File: src/rtl/psg_pkg.sv
// Shared definitions for the program status word generator.
// Assumes the status byte sits in the low eight bits of the data bus.
package psg_pkg;

    localparam int STAT_W = 8;

    // Field layout of the status byte, most significant bit first.
    typedef struct packed {
        logic       poll;     // inverse of bit 7 of the data being written
        logic       flip;     // inverts on every status read
        logic       fail;     // sticky failure flag
        logic       vlost;    // sticky high-voltage loss flag
        logic [2:0] rsvd;     // always zero
        logic       mw_busy;  // multi-word controller busy with a word
    } stat_byte_t;

endpackage

File: src/rtl/psg_flags.sv
// Sticky failure flags.
// The failure flag is set by either failure event. The voltage flag is set
// only by voltage loss. Both clear on a clear request. A set wins over a
// clear that arrives in the same cycle, so no failure report is lost.
module psg_flags (
    input  logic clk,
    input  logic rst_n,
    input  logic fail_evt,
    input  logic vhv_lost_evt,
    input  logic clr_req,
    output logic fail_q,
    output logic vlost_q
);

    logic any_fail;

    // Either kind of failure marks the operation as failed.
    always_comb begin
        any_fail = fail_evt | vhv_lost_evt;
    end

    // Failure flag: set dominates clear.
    always_ff @(posedge clk) begin
        if (!rst_n) begin
            fail_q <= 1'b0;
        end else if (any_fail) begin
            fail_q <= 1'b1;
        end else if (clr_req) begin
            fail_q <= 1'b0;
        end
    end

    // Voltage flag: set dominates clear.
    always_ff @(posedge clk) begin
        if (!rst_n) begin
            vlost_q <= 1'b0;
        end else if (vhv_lost_evt) begin
            vlost_q <= 1'b1;
        end else if (clr_req) begin
            vlost_q <= 1'b0;
        end
    end

    assert_vlost_needs_fail_R5: assert property (@(posedge clk) disable iff (!rst_n)
        vlost_q |-> fail_q);

    assert_fail_sticky_R4: assert property (@(posedge clk) disable iff (!rst_n)
        (fail_q && !clr_req) |=> fail_q);

    assert_fail_clear_R4: assert property (@(posedge clk) disable iff (!rst_n)
        (clr_req && !fail_evt && !vhv_lost_evt) |=> !fail_q);

endmodule

File: src/rtl/psg_toggle.sv
// Flip bit that inverts once per completed status read.
// Assumes rd_strobe pulses once per bus read. A read that returns array data
// (show low) leaves the bit alone. A start pulse returns it to 0 and wins
// over a strobe in the same cycle.
module psg_toggle (
    input  logic clk,
    input  logic rst_n,
    input  logic pgm_start,
    input  logic rd_strobe,
    input  logic show,
    output logic flip_q
);

    logic adv;

    // A status read is complete when the strobe comes while status is shown.
    always_comb begin
        adv = rd_strobe & show;
    end

    // Flip register: start clears, a status read inverts.
    always_ff @(posedge clk) begin
        if (!rst_n) begin
            flip_q <= 1'b0;
        end else if (pgm_start) begin
            flip_q <= 1'b0;
        end else if (adv) begin
            flip_q <= ~flip_q;
        end
    end

    assert_flip_start_R3: assert property (@(posedge clk) disable iff (!rst_n)
        pgm_start |=> !flip_q);

    assert_flip_hold_R3: assert property (@(posedge clk) disable iff (!rst_n)
        (!pgm_start && !(rd_strobe && show)) |=> $stable(flip_q));

    assert_flip_adv_R3: assert property (@(posedge clk) disable iff (!rst_n)
        (!pgm_start && rd_strobe && show) |=> (flip_q != $past(flip_q)));

endmodule

File: src/rtl/psg_pack.sv
// Builds the data-bus word from the held state and the live inputs.
// Assumes DATA_W is at least the status byte width. Bits above the byte are
// don't-care on the bus and are driven 0. The whole word is 0 when not shown.
module psg_pack
    import psg_pkg::*;
#(
    parameter int DATA_W = 16
) (
    input  logic              show,
    input  logic              tgt_bit7,
    input  logic              flip_q,
    input  logic              fail_q,
    input  logic              vlost_q,
    input  logic              mw_active,
    input  logic              mw_ready,
    output logic [DATA_W-1:0] word
);

    localparam int HI_W = DATA_W - STAT_W;

    stat_byte_t sb;

    // Assemble the status byte fields.
    always_comb begin
        sb.poll    = ~tgt_bit7;
        sb.flip    = flip_q;
        sb.fail    = fail_q;
        sb.vlost   = vlost_q;
        sb.rsvd    = 3'b000;
        sb.mw_busy = mw_active & ~mw_ready;
    end

    generate
        if (HI_W > 0) begin : g_wide
            // Widen the byte with a zero upper part; blank when not shown.
            always_comb begin
                word = show ? {{HI_W{1'b0}}, sb} : '0;
            end
        end else begin : g_byte
            // Bus is exactly one byte wide; blank when not shown.
            always_comb begin
                word = show ? sb : '0;
            end
        end
    endgenerate

endmodule

File: src/rtl/prog_status_gen.sv
// Program status word generator: top level.
// Joins the sticky flags, the flip bit and the word assembly. Status replaces
// array data while the controller is busy or a failure is still held. The
// command decoder clears failures with a clear request.
module prog_status_gen #(
    parameter int DATA_W = 16
) (
    input  logic              clk,
    input  logic              rst_n,
    input  logic              pgm_start,
    input  logic              pgm_busy,
    input  logic              tgt_bit7,
    input  logic              fail_evt,
    input  logic              vhv_lost_evt,
    input  logic              clr_req,
    input  logic              mw_active,
    input  logic              mw_ready,
    input  logic              rd_strobe,
    output logic              stat_show,
    output logic [DATA_W-1:0] status_word
);

    logic fail_q;
    logic vlost_q;
    logic flip_q;

    // Status is visible while running or while a failure awaits a clear.
    always_comb begin
        stat_show = pgm_busy | fail_q;
    end

    psg_flags u_flags (
        .clk          (clk),
        .rst_n        (rst_n),
        .fail_evt     (fail_evt),
        .vhv_lost_evt (vhv_lost_evt),
        .clr_req      (clr_req),
        .fail_q       (fail_q),
        .vlost_q      (vlost_q)
    );

    psg_toggle u_toggle (
        .clk       (clk),
        .rst_n     (rst_n),
        .pgm_start (pgm_start),
        .rd_strobe (rd_strobe),
        .show      (stat_show),
        .flip_q    (flip_q)
    );

    psg_pack #(.DATA_W(DATA_W)) u_pack (
        .show      (stat_show),
        .tgt_bit7  (tgt_bit7),
        .flip_q    (flip_q),
        .fail_q    (fail_q),
        .vlost_q   (vlost_q),
        .mw_active (mw_active),
        .mw_ready  (mw_ready),
        .word      (status_word)
    );

    assert_quiet_bus_R1: assert property (@(posedge clk) disable iff (!rst_n)
        !stat_show |-> (status_word == '0));

    assert_reserved_zero_R7: assert property (@(posedge clk) disable iff (!rst_n)
        status_word[3:1] == 3'b000);

    assert_poll_inverse_R2: assert property (@(posedge clk) disable iff (!rst_n)
        stat_show |-> (status_word[7] != tgt_bit7));

    assert_reset_clear_R8: assert property (@(posedge clk)
        !rst_n |=> (status_word[6:4] == 3'b000));

endmodule

File: config.mk
export PLATFORM = sky130hd
export DESIGN_NAME = prog_status_gen
export DESIGN_NICKNAME = d
export VERILOG_FILES = /design/src/rtl/psg_pkg.sv /design/src/rtl/psg_flags.sv /design/src/rtl/psg_toggle.sv /design/src/rtl/psg_pack.sv /design/src/rtl/prog_status_gen.sv
export SDC_FILE = /design/constraint.sdc
export NUM_CORES = 1
export LEC_CHECK = 0
export ABC_AREA = 1
export ABC_CLOCK_PERIOD_IN_PS = 900
export BUFFER_PORTS_ARGS = -buffer_cell sky130_fd_sc_hd__buf_4
export CAP_MARGIN = 25
export CORE_AREA = 2 2 39 41
export CTS_CLUSTER_DIAMETER = 50
export CTS_CLUSTER_SIZE = 10
export DETAILED_ROUTE_END_ITERATION = 10
export DIE_AREA = 0 0 41 43
export PLACE_DENSITY = 0.54
export SLEW_MARGIN = 30
export SYNTH_ARGS = -nofsm -noshare
export SYNTH_HDL_FRONTEND = slang
export SYNTH_HIERARCHICAL = 1
export SYNTH_SLANG_ARGS = --single-unit
File: constraint.sdc
create_clock -name clk -period 0.9 [get_ports clk]
set_input_delay 0.225 -clock clk [delete_from_list [all_inputs] [get_ports clk]]
set_output_delay 0.225 -clock clk [all_outputs]
set_load 0.05 [all_outputs]
==> results.py, run 1 <==
metrics = {
    "place": {
        "dpl_cell_area_um2": 419,
        "placed_cells": 76,
        "gp_congestion": 0.597,
        "numPortBuffers": 16,
        "dp_hpwl_um": 459,
    },
    "floorplanning": {
        "dieArea_mm2": 0.00176,
        "fp.dieH_um": 43,
        "num_rows": 14,
        "initial_utilization_pct": 18.4,
        "ios": 28,
        "core_area_mm2": 0.00138,
        "die-width_um": 41,
    },
    "synthesis": {
        "ys_seq_elements": 3,
        "synth_seq_area_share_pct": 23.5,
        "ys_types": 10,
        "syn_area_um2": 255,
        "yosysWarnings": 6,
        "syn-instance-count": 42,
        "syn_area_per_cell_um2": 6.08,
    },
    "clocking": {
        "cts_root_buffer": "clkbuf_4",
        "cts_buffer_depth": 2,
        "insertion_delay_ps": 230,
        "cts_sinks": 3,
        "path_clk_slew_ps": 40,
        "htreeDepth": 1,
        "cts_tree": "done",
        "cts-buffers-inserted": 3,
    },
    "power_and_ir_drop": {
        "p_switching_mw": 0.313,
        "clkPwrFrac_pct": 32.4,
        "combPwrFrac_pct": 47.3,
        "leakagePower_nw": 0.280,
        "peakVddDrop_mv": 0.589,
        "powerDensity_mw_per_mm2": 1370,
        "p_seq_share_pct": 20.3,
        "p_int_mw": 0.424,
        "switching_share_pct": 42.5,
    },
    "sta": {
        "final.period_utilization_pct": 137,
        "period_needed_ps": 1240,
        "setup_viol": 7,
        "finalHoldViolations": 0,
        "fmax_ghz": 0.809,
        "final.setup_skew_ps": 0.00701,
        "report.final.slew_viol_count": 0,
        "layout_setup_ws_ps": -337,
        "rsz0062_at_grt": "true",
    },
    "global_route": {
        "globalRouteOverflowTotal": 0,
        "grt_pass1_vias": 256,
        "grt_pass1_wl_um": 800,
        "grt_max_degree": 8,
        "grtUsageTotal_pct": 7.02,
        "grt_antenna_before_repair": 0,
    },
    "job": {
        "cap_viol_max_count": 0,
    },
    "route": {
        "drt_wl_total_um": 607,
        "drtIter0Drc": 2,
        "dr.pass1.iters": 4,
        "drt-wirelength-per-cell_um": 7.31,
        "drc": 0,
        "final_antenna_net_count": 0,
        "avgViaCountPerCell": 3.49,
        "vias": 290,
    },
    "layout": {
        "final_common_cell": "buf_4",
        "finalNonFillerCells": 83,
        "fin_nets": 79,
        "diodes": 0,
        "layout-drive-gt1-share_pct": 62.7,
        "finalInstanceArea_um2": 538,
        "layout_common_cells": "14 x buf_4, 11 x conb_1, 7 x buf_6, 4 x inv_1, 4 x nand2_4",
        "area_growth_pct": 111,
    },
    "status": {
        "outcome": "finished, violations left",
        "violations": "setup timing",
    },
    "worst_setup_path": {
        "crit_fanout": 7,
        "r2r-end": "u_toggle/flip_q",
        "critical_path_class": "reg2out",
        "cp_data_required_time_ps": 670,
        "critPathLaunchType": "flop",
        "r2r_start": "u_flags/fail_q",
        "cp-end-kind": "output port",
        "r2r_cells": 8,
        "r2r_slack_ps": -310,
        "cp_data_arrival_time_ps": 1010,
    },
    "hold_path": {
        "min_from": "pgm_start",
        "hold_path_end": "u_toggle/flip_q",
        "whs_path_depth": 4,
        "worstHoldPathType": "in2reg",
    },
}
flip-flops by register name, summed over array words and instances, names as in the netlist:
register	cells
u_flags/fail_q	1
u_flags/vlost_q	1
u_toggle/flip_q	1
kinds of logic (layout without fill, tap and decap cells):
kind of cell           Yosys count  count (layout)  synth area share (%)
buffers and inverters           21              36                  47.1
other                            1              11                  1.47
DFF                              3               3                  23.5
and+or+nand+nor                 14              14                  22.1
AOI/OAI and AO/OA                3               3                  5.88
worst max path at each step:
stage                               from              to  slack [ps]  cells after the start
after floorplan           u_flags/fail_q  status_word[0]        -200                      4
after global placement          pgm_busy  status_word[6]        -230                      6
after detailed placement        pgm_busy  status_word[6]        -240                      6
after CTS                 u_flags/fail_q  status_word[6]        -350                      5
after global routing      u_flags/fail_q  status_word[6]        -390                      5
final                     u_flags/fail_q  status_word[5]        -340                      5
worst max-delay path, stage by stage, from the launching register on:
cell        delay [ps]
dfxtp_2            310
inv_2               90
nand2_8             90
nand2_4             70
clkinvlp_4          70
buf_6              150
synthesized netlist by cell type:
cell type,instances,share of area (%)
nor2_2,1,2.5
dfxtp_1,3,24
nor2_1,4,5.9
nand3_1,1,2.0
inv_2,1,1.5
buf_4,11,32
a21oi_1,3,5.9
conb_1,1,1.5
inv_1,9,13
nand2_1,8,12
layout make-up:
class                      count  area (µm²)
tap                           16        20.0
timing repair buffer          22         199
inverter                      10        48.8
fill                         166         846
sequential                     3        61.3
clock buffer                   4        26.3
multi-input combinational     28         183
per-stage QoR:
stage	hold WS [ps]	TNS, ps	setup slack (ps)	utilization, %	power (mW)
5_1_grt	247	-2530	-392	38.9	0.773
3_3_place_gp	450	-1130	-232	30.3	0.444
6_report	238	-2210	-337	38.9	0.738
3_5_place_dp	469	-1220	-241	30.3	0.447
2_1_floorplan	349	-950	-197	-	0.404
4_1_cts	237	-2320	-355	38.6	0.751
repair_timing:
| action | in CTS | in global routing |
|---|---|---|
| resized for setup | 18 | 1 |
| setup buffers | 4 | 0 |
| pin swaps | 5 | 1 |
| hold buffers | 0 | 0 |
| cloned | 0 | 0 |
| endpoints found under the setup margin | 7 | 7 |
power groups by stage:
| stage | Sequential (mW) | Clock [mW] | Combinational, mW |
|---|---|---|---|
| final | 0.150 | 0.239 | 0.349 |
| after global routing | 0.151 | 0.256 | 0.367 |
| after CTS | 0.150 | 0.252 | 0.348 |
| after global placement | 0.149 | 0 | 0.295 |
| after floorplan | 0.149 | 0 | 0.254 |
| after detailed placement | 0.150 | 0 | 0.298 |
per-layer routing:
| metal | vias up | part of all wire, % | GRT usage [%] | wire (µm) |
|---|---|---|---|---|
| met3 | 0 | 11 | 1.57 | 67 |
| met1 | 128 | 30 | 6.41 | 180 |
| met2 | 15 | 59 | 10.9 | 359 |
| li1 | 147 | - | - | - |
| met4 | 0 | 0 | 8.00 | 0 |
| met5 | - | 0 | 0 | 0 |
Power figures use the tool's default switching activity.
==> run 2: changes to the inputs <==
--- a/config.mk
+++ b/config.mk
@@ -15,7 +15,7 @@
 export DETAILED_ROUTE_END_ITERATION = 10
 export DIE_AREA = 0 0 41 43
 export PLACE_DENSITY = 0.54
-export SLEW_MARGIN = 30
+export SETUP_SLACK_MARGIN = 0.5
 export SYNTH_ARGS = -nofsm -noshare
 export SYNTH_HDL_FRONTEND = slang
 export SYNTH_HIERARCHICAL = 1
==> results.py, run 2 (synthesis results as in run 1) <==
metrics = {
    "power_and_ir_drop": {
        "switching_share_pct": 42.6,
        "peakVddDrop_mv": 0.423,
        "p_int_mw": 0.415,
        "powerDensity_mw_per_mm2": 1400,
        "p_switching_mw": 0.308,
        "clkPwrFrac_pct": 32.6,
        "leakagePower_nw": 0.268,
        "combPwrFrac_pct": 46.5,
        "power_mw": 0.723,
        "p_seq_share_pct": 20.9,
    },
    "worst_setup_path": {
        "cp_top_family": "flip-flops",
        "critical_path_class": "reg2out",
        "critPathSlowestCell": "dfxtp_2",
        "cp.buffers_inverters": 2,
        "max_stage_delay_ps": 340,
        "critPathLaunchType": "flop",
        "cp_data_required_time_ps": 670,
        "crit_chain": "inv_4, nand2_8, nand2_4, nor2_4, buf_8",
        "crit_fanout": 7,
        "cp-end-kind": "output port",
        "cp_data_arrival_time_ps": 1000,
    },
    "layout": {
        "post-route-util_pct": 37.4,
        "finalNonFillerCells": 81,
        "finalInstanceArea_um2": 518,
        "multi_input_area_um2": 181,
        "area_growth_pct": 103,
        "final_common_cell": "buf_4",
        "regArea_um2": 62.6,
        "fin_nets": 77,
        "layout_common_cells": "14 x buf_4, 11 x conb_1, 5 x buf_6, 4 x inv_1, 4 x nand2_4",
        "diodes": 0,
        "layout-drive-gt1-share_pct": 63.1,
        "fillCellCount": 153,
        "reg.largest.list": "u_flags/fail_q x1, u_flags/vlost_q x1, u_toggle/flip_q x1",
    },
    "hold_path": {
        "worstHoldPathType": "in2reg",
    },
    "route": {
        "avgViaCountPerCell": 3.53,
        "drt_wl_total_um": 543,
        "drt-wirelength-per-cell_um": 6.70,
        "drtIter0Drc": 0,
        "dr.pass1.iters": 1,
        "drc": 0,
        "vias": 286,
        "final_antenna_net_count": 0,
    },
    "global_route": {
        "grt_pass1_wl_um": 696,
        "grtUsageTotal_pct": 6.43,
        "grt_antenna_before_repair": 0,
        "grt_pass1_vias": 247,
        "globalRouteOverflowTotal": 0,
        "grt_max_degree": 8,
    },
    "place": {
        "numPortBuffers": 16,
        "dp_hpwl_um": 419,
        "gp_congestion": 0.526,
        "placed_cells": 76,
        "dpl_cell_area_um2": 420,
        "place_ws_ps": -233,
    },
    "sta": {
        "report.final.slew_viol_count": 0,
        "setup_viol": 7,
        "setup-tns-final_ps": -1910,
        "hold-worst-slack_ps": 230,
        "fmax_ghz": 0.816,
        "final.setup_skew_ps": 0.731,
        "final.period_utilization_pct": 136,
        "rsz0062_at_grt": "true",
        "layout_setup_ws_ps": -325,
        "finalHoldViolations": 0,
        "period_needed_ps": 1230,
    },
    "clocking": {
        "cts_root_buffer": "clkbuf_4",
        "cts_buffer_depth": 2,
        "cts_sinks": 3,
        "insertion_delay_ps": 230,
        "cts-buffers-inserted": 3,
        "cts_tree": "done",
        "htreeDepth": 1,
        "hold_buffers": 0,
        "path_clk_slew_ps": 40,
    },
    "floorplanning": {
        "fp.dieH_um": 43,
        "initial_utilization_pct": 18.4,
        "dieArea_mm2": 0.00176,
        "core_area_mm2": 0.00138,
        "ios": 28,
        "num_rows": 14,
        "die-width_um": 41,
    },
    "job": {
        "cap_viol_max_count": 0,
    },
    "status": {
        "violations": "setup timing",
        "outcome": "finished, violations left",
    },
}
==> run 2: final timing paths <==
path / from / cells past startpoint / endpoint / slack (ps)
max reg2reg: u_flags/fail_q / 6 / u_toggle/flip_q / -80
min reg2reg: u_flags/vlost_q / 2 / u_flags/vlost_q / 480
min: pgm_start / 4 / u_toggle/flip_q / 230
max: u_flags/fail_q / 5 / status_word[0] / -330
==> run 2: area by class of cell <==
cell class | count | share of cell area (%)
repair buffers | 20 | 34.1
multi-input cells | 28 | 35.0
inverters | 10 | 9.90
well taps | 16 | 3.86
flip-flops and latches | 3 | 12.1
clock buffers | 4 | 5.07
==> run 2: power groups by stage <==
stage | clock, mW | combinational [mW] | sequential (mW)
finish | 0.236 | 0.336 | 0.151
global route | 0.248 | 0.353 | 0.152
CTS | 0.246 | 0.331 | 0.150
detailed placement | 0 | 0.296 | 0.149
global placement | 0 | 0.295 | 0.149
floorplan | 0 | 0.254 | 0.150
==> run 2: metal layers <==
layer	GRT usage [%]	wire length (µm)	vias to the layer above
li1	-	-	143
met2	10.3	270	19
met5	0	0	-
met3	2.09	81	2
met1	3.86	173	122
met4	10.0	18	0
==> run 2: worst register-to-register path, stage by stage (launching register included) <==
cell     delay (ps)
dfxtp_2         320
inv_4            70
nand2_8          80
buf_4           150
buf_6           110
a21oi_2         100
nor2_1           50
==> run 2: what timing repair did <==
item	in CTS	in global routing
endpoints found under the hold margin	0	0
setup buffers	1	0
gates resized for setup	15	3
setup endpoints to repair	9	9
pin swaps	2	2
cloned	0	0
==> run 3: changes to the inputs <==
--- a/config.mk
+++ b/config.mk
@@ -15,6 +15,7 @@
 export DETAILED_ROUTE_END_ITERATION = 10
 export DIE_AREA = 0 0 41 43
 export PLACE_DENSITY = 0.54
+export RECOVER_POWER = 100
 export SETUP_SLACK_MARGIN = 0.5
 export SYNTH_ARGS = -nofsm -noshare
 export SYNTH_HDL_FRONTEND = slang
==> results.py, run 3 (synthesis results as in run 1) <==
metrics = {
    "status": {
        "outcome": "finished, violations left",
        "violations": "setup timing",
    },
    "sta": {
        "setup_viol": 7,
        "finalHoldViolations": 0,
        "rsz0062_at_grt": "true",
        "final.setup_skew_ps": 0.731,
        "layout_setup_ws_ps": -325,
        "report.final.slew_viol_count": 0,
        "fmax_ghz": 0.816,
        "final.period_utilization_pct": 136,
        "period_needed_ps": 1230,
        "hold-worst-slack_ps": 230,
    },
    "job": {
        "cap_viol_max_count": 0,
    },
    "place": {
        "gp_congestion": 0.526,
        "dp_hpwl_um": 419,
        "numPortBuffers": 16,
        "placed_cells": 76,
        "place_ws_ps": -233,
        "dpl_cell_area_um2": 420,
    },
    "clocking": {
        "cts_buffer_depth": 2,
        "cts-buffers-inserted": 3,
        "path_clk_slew_ps": 40,
        "cts_root_buffer": "clkbuf_4",
        "insertion_delay_ps": 230,
        "cts_sinks": 3,
        "cts_tree": "done",
        "htreeDepth": 1,
    },
    "global_route": {
        "grt_pass1_wl_um": 696,
        "grt_antenna_before_repair": 0,
        "grtUsageTotal_pct": 6.43,
        "grt_max_degree": 8,
        "globalRouteOverflowTotal": 0,
        "grt_pass1_vias": 247,
    },
    "route": {
        "final_antenna_net_count": 0,
        "dr.pass1.iters": 1,
        "drc": 0,
        "drt_wl_total_um": 543,
        "avgViaCountPerCell": 3.53,
        "drtIter0Drc": 0,
        "drt-wirelength-per-cell_um": 6.70,
        "vias": 286,
    },
    "floorplanning": {
        "fp.dieH_um": 43,
        "num_rows": 14,
        "initial_utilization_pct": 18.4,
        "dieArea_mm2": 0.00176,
        "core_area_mm2": 0.00138,
        "ios": 28,
        "die-width_um": 41,
    },
    "worst_setup_path": {
        "r2r_slack_ps": -80,
        "r2r_start": "u_flags/fail_q",
        "critPathLaunchType": "flop",
        "critical_path_class": "reg2out",
        "cp_data_arrival_time_ps": 1000,
        "cp-end-kind": "output port",
        "cp_data_required_time_ps": 670,
        "crit_fanout": 7,
        "crit_start": "u_flags/fail_q",
        "r2r-end": "u_toggle/flip_q",
        "critPathCapture": "status_word[0]",
        "r2r_cells": 6,
    },
    "power_and_ir_drop": {
        "powerDensity_mw_per_mm2": 1400,
        "peakVddDrop_mv": 0.421,
        "leakagePower_nw": 0.268,
    },
    "layout": {
        "layout_common_cells": "14 x buf_4, 11 x conb_1, 5 x buf_6, 4 x inv_1, 4 x nand2_4",
        "finalInstanceArea_um2": 517,
        "multi_input_area_um2": 181,
        "diodes": 0,
        "regArea_um2": 61.3,
        "fin_nets": 77,
        "layout-drive-gt1-share_pct": 61.5,
        "fillCellCount": 154,
        "area_growth_pct": 102,
        "reg.largest.list": "u_flags/fail_q x1, u_flags/vlost_q x1, u_toggle/flip_q x1",
        "final_common_cell": "buf_4",
        "finalNonFillerCells": 81,
    },
    "hold_path": {
        "worstHoldPathType": "in2reg",
        "whs_path_depth": 4,
    },
}
==> run 3: layout make-up <==
| type | instances | share of cell area [%] |
|---|---|---|
| Clock buffer | 4 | 5.08 |
| Sequential cell | 3 | 11.9 |
| Inverter | 10 | 9.93 |
| Timing Repair Buffer | 20 | 34.1 |
| Multi-Input combinational cell | 28 | 35.1 |
| Tap cell | 16 | 3.87 |
==> run 3: stage by stage <==
| step | util [%] | power [mW] | TNS, ps |
|---|---|---|---|
| 6_report | 37.3 | 0.723 | -1910 |
| 3_5_place_dp | 30.4 | 0.445 | -1150 |
| 3_3_place_gp | 30.4 | 0.444 | -1130 |
| 4_1_cts | 36.7 | 0.727 | -2060 |
| 2_1_floorplan | - | 0.404 | -950 |
| 5_1_grt | 37.3 | 0.752 | -2180 |
==> run 3: worst max-delay path, stage by stage (launching register included) <==
cell	delay [ps]
dfxtp_2	340
inv_4	50
nand2_8	90
nand2_4	60
nor2_4	80
buf_8	150
==> run 3: worst min-delay path by stage <==
stage               slack [ps]         endpoint             from
floorplan                  350  u_flags/vlost_q     vhv_lost_evt
global placement           460  u_flags/vlost_q  u_flags/vlost_q
global route               250  u_toggle/flip_q        pgm_start
CTS                        230  u_toggle/flip_q        pgm_start
detailed placement         450  u_flags/vlost_q  u_flags/vlost_q
finish                     230  u_toggle/flip_q        pgm_start
==> run 3: repair_timing <==
item	4_1_cts	5_1_grt
pin swaps	2	2
hold endpoints to repair	0	0
setup buffers	1	0
endpoints found under the setup margin	9	9
gates resized for setup	15	3
hold buffers	0	0
==> run 3: metal layers <==
metal  up-vias  part of all wire [%]  global-route usage [%]
met5         -                     0                       0
met1       122                    32                    3.86
met2        19                    50                    10.3
met4         0                   3.3                    10.0
met3         2                    15                    2.09
li1        143                     -                       -
==> run 3: report_power, final <==
group          switching (mW)  internal, mW
clock                  0.0695         0.166
combinational           0.231         0.106
sequential            0.00781         0.143
